$ cat config.mk
export PLATFORM = sky130hd
export DESIGN_NAME = conv3x3_frame_engine
export DESIGN_NICKNAME = d
export VERILOG_FILES = /design/src/rtl/conv3x3_frame_engine.sv
export SDC_FILE = /design/constraint.sdc
export NUM_CORES = 2
export LEC_CHECK = 0
export BUFFER_PORTS_ARGS = -buffer_cell sky130_fd_sc_hd__buf_2
export CORE_UTILIZATION = 25
export CTS_CLUSTER_DIAMETER = 120
export DETAILED_ROUTE_END_ITERATION = 16
export PLACE_DENSITY = 0.4
export SYNTH_ARGS = -nofsm -noshare
export SYNTH_HDL_FRONTEND = slang
export SYNTH_SLANG_ARGS = --single-unit
$ cat constraint.sdc
create_clock -name clk -period 14.2 [get_ports clk]
set_input_delay 2.84 -clock clk [delete_from_list [all_inputs] [get_ports clk]]
set_output_delay 2.84 -clock clk [all_outputs]
set_load 0.02 [all_outputs]
$ cat src/rtl/conv3x3_frame_engine.sv
module conv3x3_frame_engine #(
  parameter int COLS = 96,
  parameter int ROWS = 96,
  parameter int DW   = 32
) (
  input  logic                                clk,
  input  logic                                rst_n,
  input  logic                                start,
  output logic [$clog2(COLS*ROWS)-1:0]        img_addr,
  input  logic [DW-1:0]                       img_rdata,
  output logic [3:0]                          coef_addr,
  input  logic [DW-1:0]                       coef_rdata,
  output logic                                out_we,
  output logic [$clog2(COLS*ROWS)-1:0]        out_addr,
  output logic [DW-1:0]                       out_wdata,
  output logic                                busy,
  output logic                                done
);
  localparam int NPIX = COLS * ROWS;
  localparam int AW   = $clog2(NPIX);
  localparam int CW   = $clog2(COLS);
  localparam int RW   = $clog2(ROWS);
  localparam int ACCW = 2 * DW + 4;

  logic          run;
  logic [RW-1:0] row;
  logic [CW-1:0] col;
  logic [1:0]    kr, kc;

  logic [RW:0]   nr_p1;
  logic [CW:0]   nc_p1;
  logic          inb;
  logic [AW-1:0] nbr_addr, pix_addr;

  assign nr_p1    = {1'b0, row} + (RW+1)'(kr);
  assign nc_p1    = {1'b0, col} + (CW+1)'(kc);
  assign inb      = (nr_p1 != '0) && (nr_p1 <= (RW+1)'(ROWS)) &&
                    (nc_p1 != '0) && (nc_p1 <= (CW+1)'(COLS));
  assign nbr_addr = AW'(nr_p1 - 1'b1) * AW'(COLS) + AW'(nc_p1 - 1'b1);
  assign pix_addr = AW'(row) * AW'(COLS) + AW'(col);
  assign img_addr = inb ? nbr_addr : '0;
  assign coef_addr = {2'b00, kr} * 4'd3 + {2'b00, kc};

  logic          p_v, p_inb, p_first, p_last, p_final;
  logic [AW-1:0] p_oaddr;
  logic          out_final;

  logic signed [2*DW-1:0] prod;
  logic signed [ACCW-1:0] acc, acc_base, acc_next;
  logic [ACCW-DW:0]       hi;
  logic [DW-1:0]          sat;

  assign prod     = $signed(img_rdata) * $signed(coef_rdata);
  assign acc_base = p_first ? '0 : acc;
  assign acc_next = acc_base + (p_inb ? ACCW'(prod) : '0);
  assign hi       = acc_next[ACCW-1:DW-1];
  assign sat      = (&hi || ~|hi) ? acc_next[DW-1:0] :
                    acc_next[ACCW-1] ? {1'b1, {(DW-1){1'b0}}} : {1'b0, {(DW-1){1'b1}}};

  always_ff @(posedge clk) begin
    if (!rst_n) begin
      run  <= 1'b0;
      busy <= 1'b0;
      row  <= '0;
      col  <= '0;
      kr   <= '0;
      kc   <= '0;
    end else begin
      if (start && !busy) begin
        run  <= 1'b1;
        busy <= 1'b1;
        row  <= '0;
        col  <= '0;
        kr   <= '0;
        kc   <= '0;
      end else if (run) begin
        if (kc == 2'd2) begin
          kc <= '0;
          if (kr == 2'd2) begin
            kr <= '0;
            if (col == CW'(COLS - 1)) begin
              col <= '0;
              if (row == RW'(ROWS - 1)) run <= 1'b0;
              else                      row <= row + 1'b1;
            end else begin
              col <= col + 1'b1;
            end
          end else begin
            kr <= kr + 1'b1;
          end
        end else begin
          kc <= kc + 1'b1;
        end
      end
      if (out_we && out_final) busy <= 1'b0;
    end
  end

  always_ff @(posedge clk) begin
    if (!rst_n) begin
      p_v    <= 1'b0;
      out_we <= 1'b0;
      done   <= 1'b0;
    end else begin
      p_v    <= run;
      out_we <= p_v && p_last;
      done   <= out_we && out_final;
    end
  end

  always_ff @(posedge clk) begin
    p_inb     <= inb;
    p_first   <= (kr == 2'd0) && (kc == 2'd0);
    p_last    <= (kr == 2'd2) && (kc == 2'd2);
    p_oaddr   <= pix_addr;
    p_final   <= pix_addr == AW'(NPIX - 1);
    if (p_v) acc <= acc_next;
    out_addr  <= p_oaddr;
    out_wdata <= sat;
    out_final <= p_final;
  end
endmodule

# Word-level counts from Yosys, hierarchy flattened
# Index checks and enable logic that the tools add are counted.
# op_classes
add_sub_neg	12
mul	4
n_lt_le_gt_ge	2
eq_ne	5
n_mux	14
bitwise	2
n_reduce_logical	22
# op_table
cell	n
68-bit two-way mux	2
68-bit adder	1
32-bit by 32-bit multiplier with 64-bit output	1
32-bit two-way mux	2
37-bit AND reduction	1
37-bit OR reduction	1
8-bit by 1-bit subtractor with 9-bit output (second input constant)	2
7-bit by 2-bit adder with 8-bit output	2
8-bit by 7-bit less-or-equal comparator with 1-bit output (second input constant)	2
8-bit nonzero test	2
14-bit adder	1
14-bit by 7-bit adder with 14-bit output	1
7-bit by 1-bit adder with 7-bit output (second input constant)	2
14-bit equality test (second input constant)	1
7-bit equality test (second input constant)	2
14-bit by 2-bit multiplier with 9-bit output (second input constant)	1
14-bit two-way mux	1
7-bit by 2-bit multiplier with 9-bit output (second input constant)	1
1-bit logical AND	8
7-bit two-way mux	1
1-bit two-way mux	6
5-bit AND reduction	1
2-bit by 1-bit adder with 2-bit output (second input constant)	2
4-bit by 2-bit adder with 4-bit output	1
other kinds (10)	16
# word_totals
regBits	156
inputBits	67
wordCells	79

# Depth between registers and ports, before layout
# logic_depth
depth_word	7
depth_mapped	44

# Worst setup path before layout
# No wires, ideal clock.
# synth_timing
path_kind	in2reg
from	input img_rdata[31]
to	register out_wdata[10]
t_arrival_ns	12.908
required_time_ns	14.075
setup_slack_ns	1.167
cell_stages	40
n_path_buf	4
cell_sequence	clkbuf_1 > nand2_1 > inv_1 > fa_1 > fa_1 > fa_1 > fa_1 > inv_1 > fa_1 > inv_1 > fa_1 > fa_1 > fa_1 > ha_1 > clkbuf_1 > a21o_1 > a21o_1 > a21o_1 > [... 4 more ...] > o211ai_1 > o2111ai_1 > o21ai_0 > xor2_1 > and2_1 > ha_1 > clkbuf_1 > nand2_1 > nor2_1 > nand2_1 > or3_1 > a211oi_2 > o211a_1 > o21ai_0 > and3_4 > nor3_4 > buf_6 > o22ai_2
# synth_between
elab_chain_cells	7
elab_cells_between_ends	9
cone_classes	add/sub: 1; mul: 1; mux: 3; reduce/logical: 4
# synth_lines
element	line	source
start: declaration	10	input logic [DW-1:0] img_rdata,
32-bit by 32-bit multiplier with 64-bit output (*)	53	assign prod = $signed(img_rdata) * $signed(coef_rdata);
68-bit two-way mux (*)	55	assign acc_next = acc_base + (p_inb ? ACCW'(prod) : '0);
68-bit adder (*)	55	
37-bit OR reduction	57	assign sat = (&hi || ~|hi) ? acc_next[DW-1:0] :
1-bit zero test	57	
1-bit logical OR	57	
32-bit two-way mux (*)	57	
named net sat[10]	51	logic [DW-1:0] sat;
end signal: assignment	119	out_wdata <= sat;
end: declaration	15	output logic [DW-1:0] out_wdata,
# Mark *: on every way through the listed nets, which the timed path passes. The rest lies on a longest branch.
# A chain may end at the register's enable or synchronous reset.

# Final worst setup path
# layout_timing
from	input img_rdata[18]
to	register out_wdata[21]
# layout_between
elab_chain_cells	7
elab_cells_between_ends	9
cone_classes	add/sub: 1; mul: 1; mux: 3; reduce/logical: 4
# layout_lines
element	line	source
32-bit by 32-bit multiplier with 64-bit output (*)	53	
68-bit two-way mux (*)	55	
68-bit adder (*)	55	
named net acc_next[58]	49	logic signed [ACCW-1:0] acc, acc_base, acc_next;
37-bit OR reduction	57	
1-bit zero test	57	
1-bit logical OR (*)	57	
32-bit two-way mux (*)	57	
named net sat[21]	51	
# Marked as above.

==> impl_metrics.env <==
export IMPL_rsz0062_at_grt="false"
export IMPL_min_path_type="register to register"
export IMPL_syn_to_final_growth_pct=10.6
export IMPL_fp_dieW_microns=442
export IMPL_dp_cells=7894
export IMPL_gr_total_overflow=0
export IMPL_core_sq_um=191000
export IMPL_setup_worst_path_end_class="register"
export IMPL_post_drt_via_cell_ratio=4.42
export IMPL_cpPeakStageDelay_ps=600
export IMPL_ys_ff_latch=156
export IMPL_grtUsageTotal=0.157
export IMPL_hold_start="p_oaddr[4]$_DFF_P_"
export IMPL_yosysWarnings=0
export IMPL_place_gp_congestion=0.847
export IMPL_synth_area_sq_um=48300
export IMPL_port_buffers=133
export IMPL_grt_pass1_wl_microns=237000
export IMPL_post_place_ws_ps=-251
export IMPL_r2r_setup_slack_ps=8740
export IMPL_status="finished, final reports clean"
export IMPL_r2r_end="out_wdata[21]$_DFF_P_"
export IMPL_cp_slowest_cell="fa_1"
export IMPL_num_vias=35100
export IMPL_cp_required_ps=14600
export IMPL_cts_tree="yes"
export IMPL_clock_sinks=156
export IMPL_cts_root_buf="clkbuf_16"
export IMPL_finalCriticalPeriod_ps=13650
export IMPL_final_nets=6848
export IMPL_row_count=160
export IMPL_hold_slack_ps=328
export IMPL_synth_edf_count=68
export IMPL_clk_latency_ps=480
export IMPL_fin_skew_ps=12.0
export IMPL_fmaxAchievable_mhz=73.3
export IMPL_final_setup_worst_slack_ps=550
export IMPL_layout_drive_gt1_share=0.0875
export IMPL_r2r_cells=19
export IMPL_drt_wl_total_microns=146000
export IMPL_hold_viol_final=0
export IMPL_fin_tns_setup_ps=0
export IMPL_min_period_over_period=0.961
export IMPL_synth_top_area_frac=0.452
export IMPL_maxCapViolCount=0
export IMPL_wl_per_cell_microns=18.4
export IMPL_ys_flop_type="dfxtp_1"
export IMPL_hold_end="out_addr[4]$_DFF_P_"
export IMPL_first_pass_iters=6
export IMPL_finalSetupViolations=0
export IMPL_synthCells=5303
export IMPL_postCtsSetupRepairBufs=0
export IMPL_die_area_sq_um=195000
export IMPL_drtAntennaViolNets=0
export IMPL_r2r_start="p_first$_DFF_P_"
export IMPL_crit_type="input port to register"
export IMPL_worstSetupStartpointType="input port"
export IMPL_htreeDepth=4
export IMPL_slew_viol_final=0
export IMPL_layout_commonest_cell="fa_1"
export IMPL_dp_hpwl_microns=129000
export IMPL_antenna_found_initial=3
export IMPL_crit_path_start="img_rdata[18]"
export IMPL_grt_max_degree=55
export IMPL_arrival_ps=14050
export IMPL_pin_count=134
export IMPL_slew_headroom=0.368
export IMPL_tightest_slew_ps=948
export IMPL_yosys_area_top_type="fa_1"
export IMPL_synth_cell_type_count=96
export IMPL_drtIter0Drc=1323
export IMPL_syn_nets=6749
export IMPL_synth_area_leaders="fa_1 (45%), inv_1 (8.0%), ha_1 (7.5%)"
export IMPL_die_y_microns=442
export IMPL_drc=0
export IMPL_clk_pin_slew_worst_paths_ps=70
export IMPL_max_clock_path_buffers=2
export IMPL_ys_seq_area_frac=0.0787
export IMPL_synth_area_per_cell_sq_um=9.11
export IMPL_crit_top_cell="fa_1"
export IMPL_whs_path_depth=0
export IMPL_instances_no_fill=7931
export IMPL_start_util=0.253
export IMPL_layout_common_cells="fa_1 (1091), inv_1 (1028), nand2_1 (668)"
export IMPL_path_max_fanout=31
export IMPL_grt_pass1_vias=38900
export IMPL_async_flop_share=0
export IMPL_cts_inserted_buffers=17
[repair_timing]
item                                    in CTS  in global routing
hold buffers                                 0                  0
resized for setup                            0                  7
endpoints found under the setup margin       0                 33
[Yosys cell counts, drive strengths merged (68+ instances only)]
cell / n
nor2b: 87
dfxtp: 88
nand2: 668
a21o: 77
edfxtp: 68
a21oi: 181
ha: 288
and2: 492
inv: 1029
clkbuf: 244
fa: 1091
o21ai: 97
xor2: 73
nor2: 216
xnor2: 102
[per-stage QoR]
step            util  instance area, sq um
3_3_place_gp   0.276                 52800
5_1_grt        0.280                 53400
4_1_cts        0.280                 53400
3_5_place_dp   0.276                 52800
6_report       0.280                 53400
2_1_floorplan      -                 48300
[sequential cells by signal, indices dropped and copies added, names as in the netlist]
signal     count
busy           1
col            7
out_wdata     32
p_oaddr       14
acc           68
kr             2
p_v            1
p_final        1
done           1
p_first        1
p_inb          1
kc             2
p_last         1
out_final      1
row            7
out_addr      14
run            1
out_we         1
[cell type report]
type                    count  area (sq um)
clock inverters            14           158
diodes                      5          12.5
inverters                1030          3870
flip-flops and latches    156          3810
fillers                 20600        138000
well taps                2511          3140
clock buffers              18           429
repair buffers            359          2460
multi-input cells        3838         39500
[how the worst max path moves through the flow]
stage / endpoint / slack [ps]
finish: out_wdata[21]$_DFF_P_ / 550
global route: out_wdata[8]$_DFF_P_ / 4
CTS: out_wdata[22]$_DFF_P_ / 230
detailed placement: out_wdata[8]$_DFF_P_ / -250
global placement: out_wdata[18]$_DFF_P_ / -250
floorplan: out_wdata[10]$_DFF_P_ / 1170
[critical path, delay by kind of cell]
family / cells / cell delay (ps)
buffers and inverters: 7 / 1350
xor gates and xnor gates: 2 / 640
adders and majority gates: 10 / 4920
AOI/OAI and AO/OA: 12 / 2390
and+or+nand+nor: 9 / 1860
[layer usage]
| layer | part of all wire | vias up | global-route usage |
|---|---|---|---|
| li1 | - | 16300 | - |
| met5 | 0.000089 | - | 0 |
| met3 | 0.022 | 62 | 0.0107 |
| met2 | 0.49 | 457 | 0.271 |
| met4 | 0.0077 | 2 | 0.0179 |
| met1 | 0.48 | 18200 | 0.220 |
[cell families (layout without fill, tap and decap cells)]
kind of cell    after synthesis  count (layout)  synth area share
compound gates              559             559            0.0796
buf+inv                    1309            1421             0.103
simple gates               1713            1713             0.177
mux                          12              12           0.00259
fa+ha+maj                  1379            1379             0.527
other cells                   0               5                 0
flops                       156             156            0.0787
xor+xnor                    175             175            0.0319
Power is not shown: default switching activity piles up to over one toggle a cycle in this logic, so the estimate is an artifact.
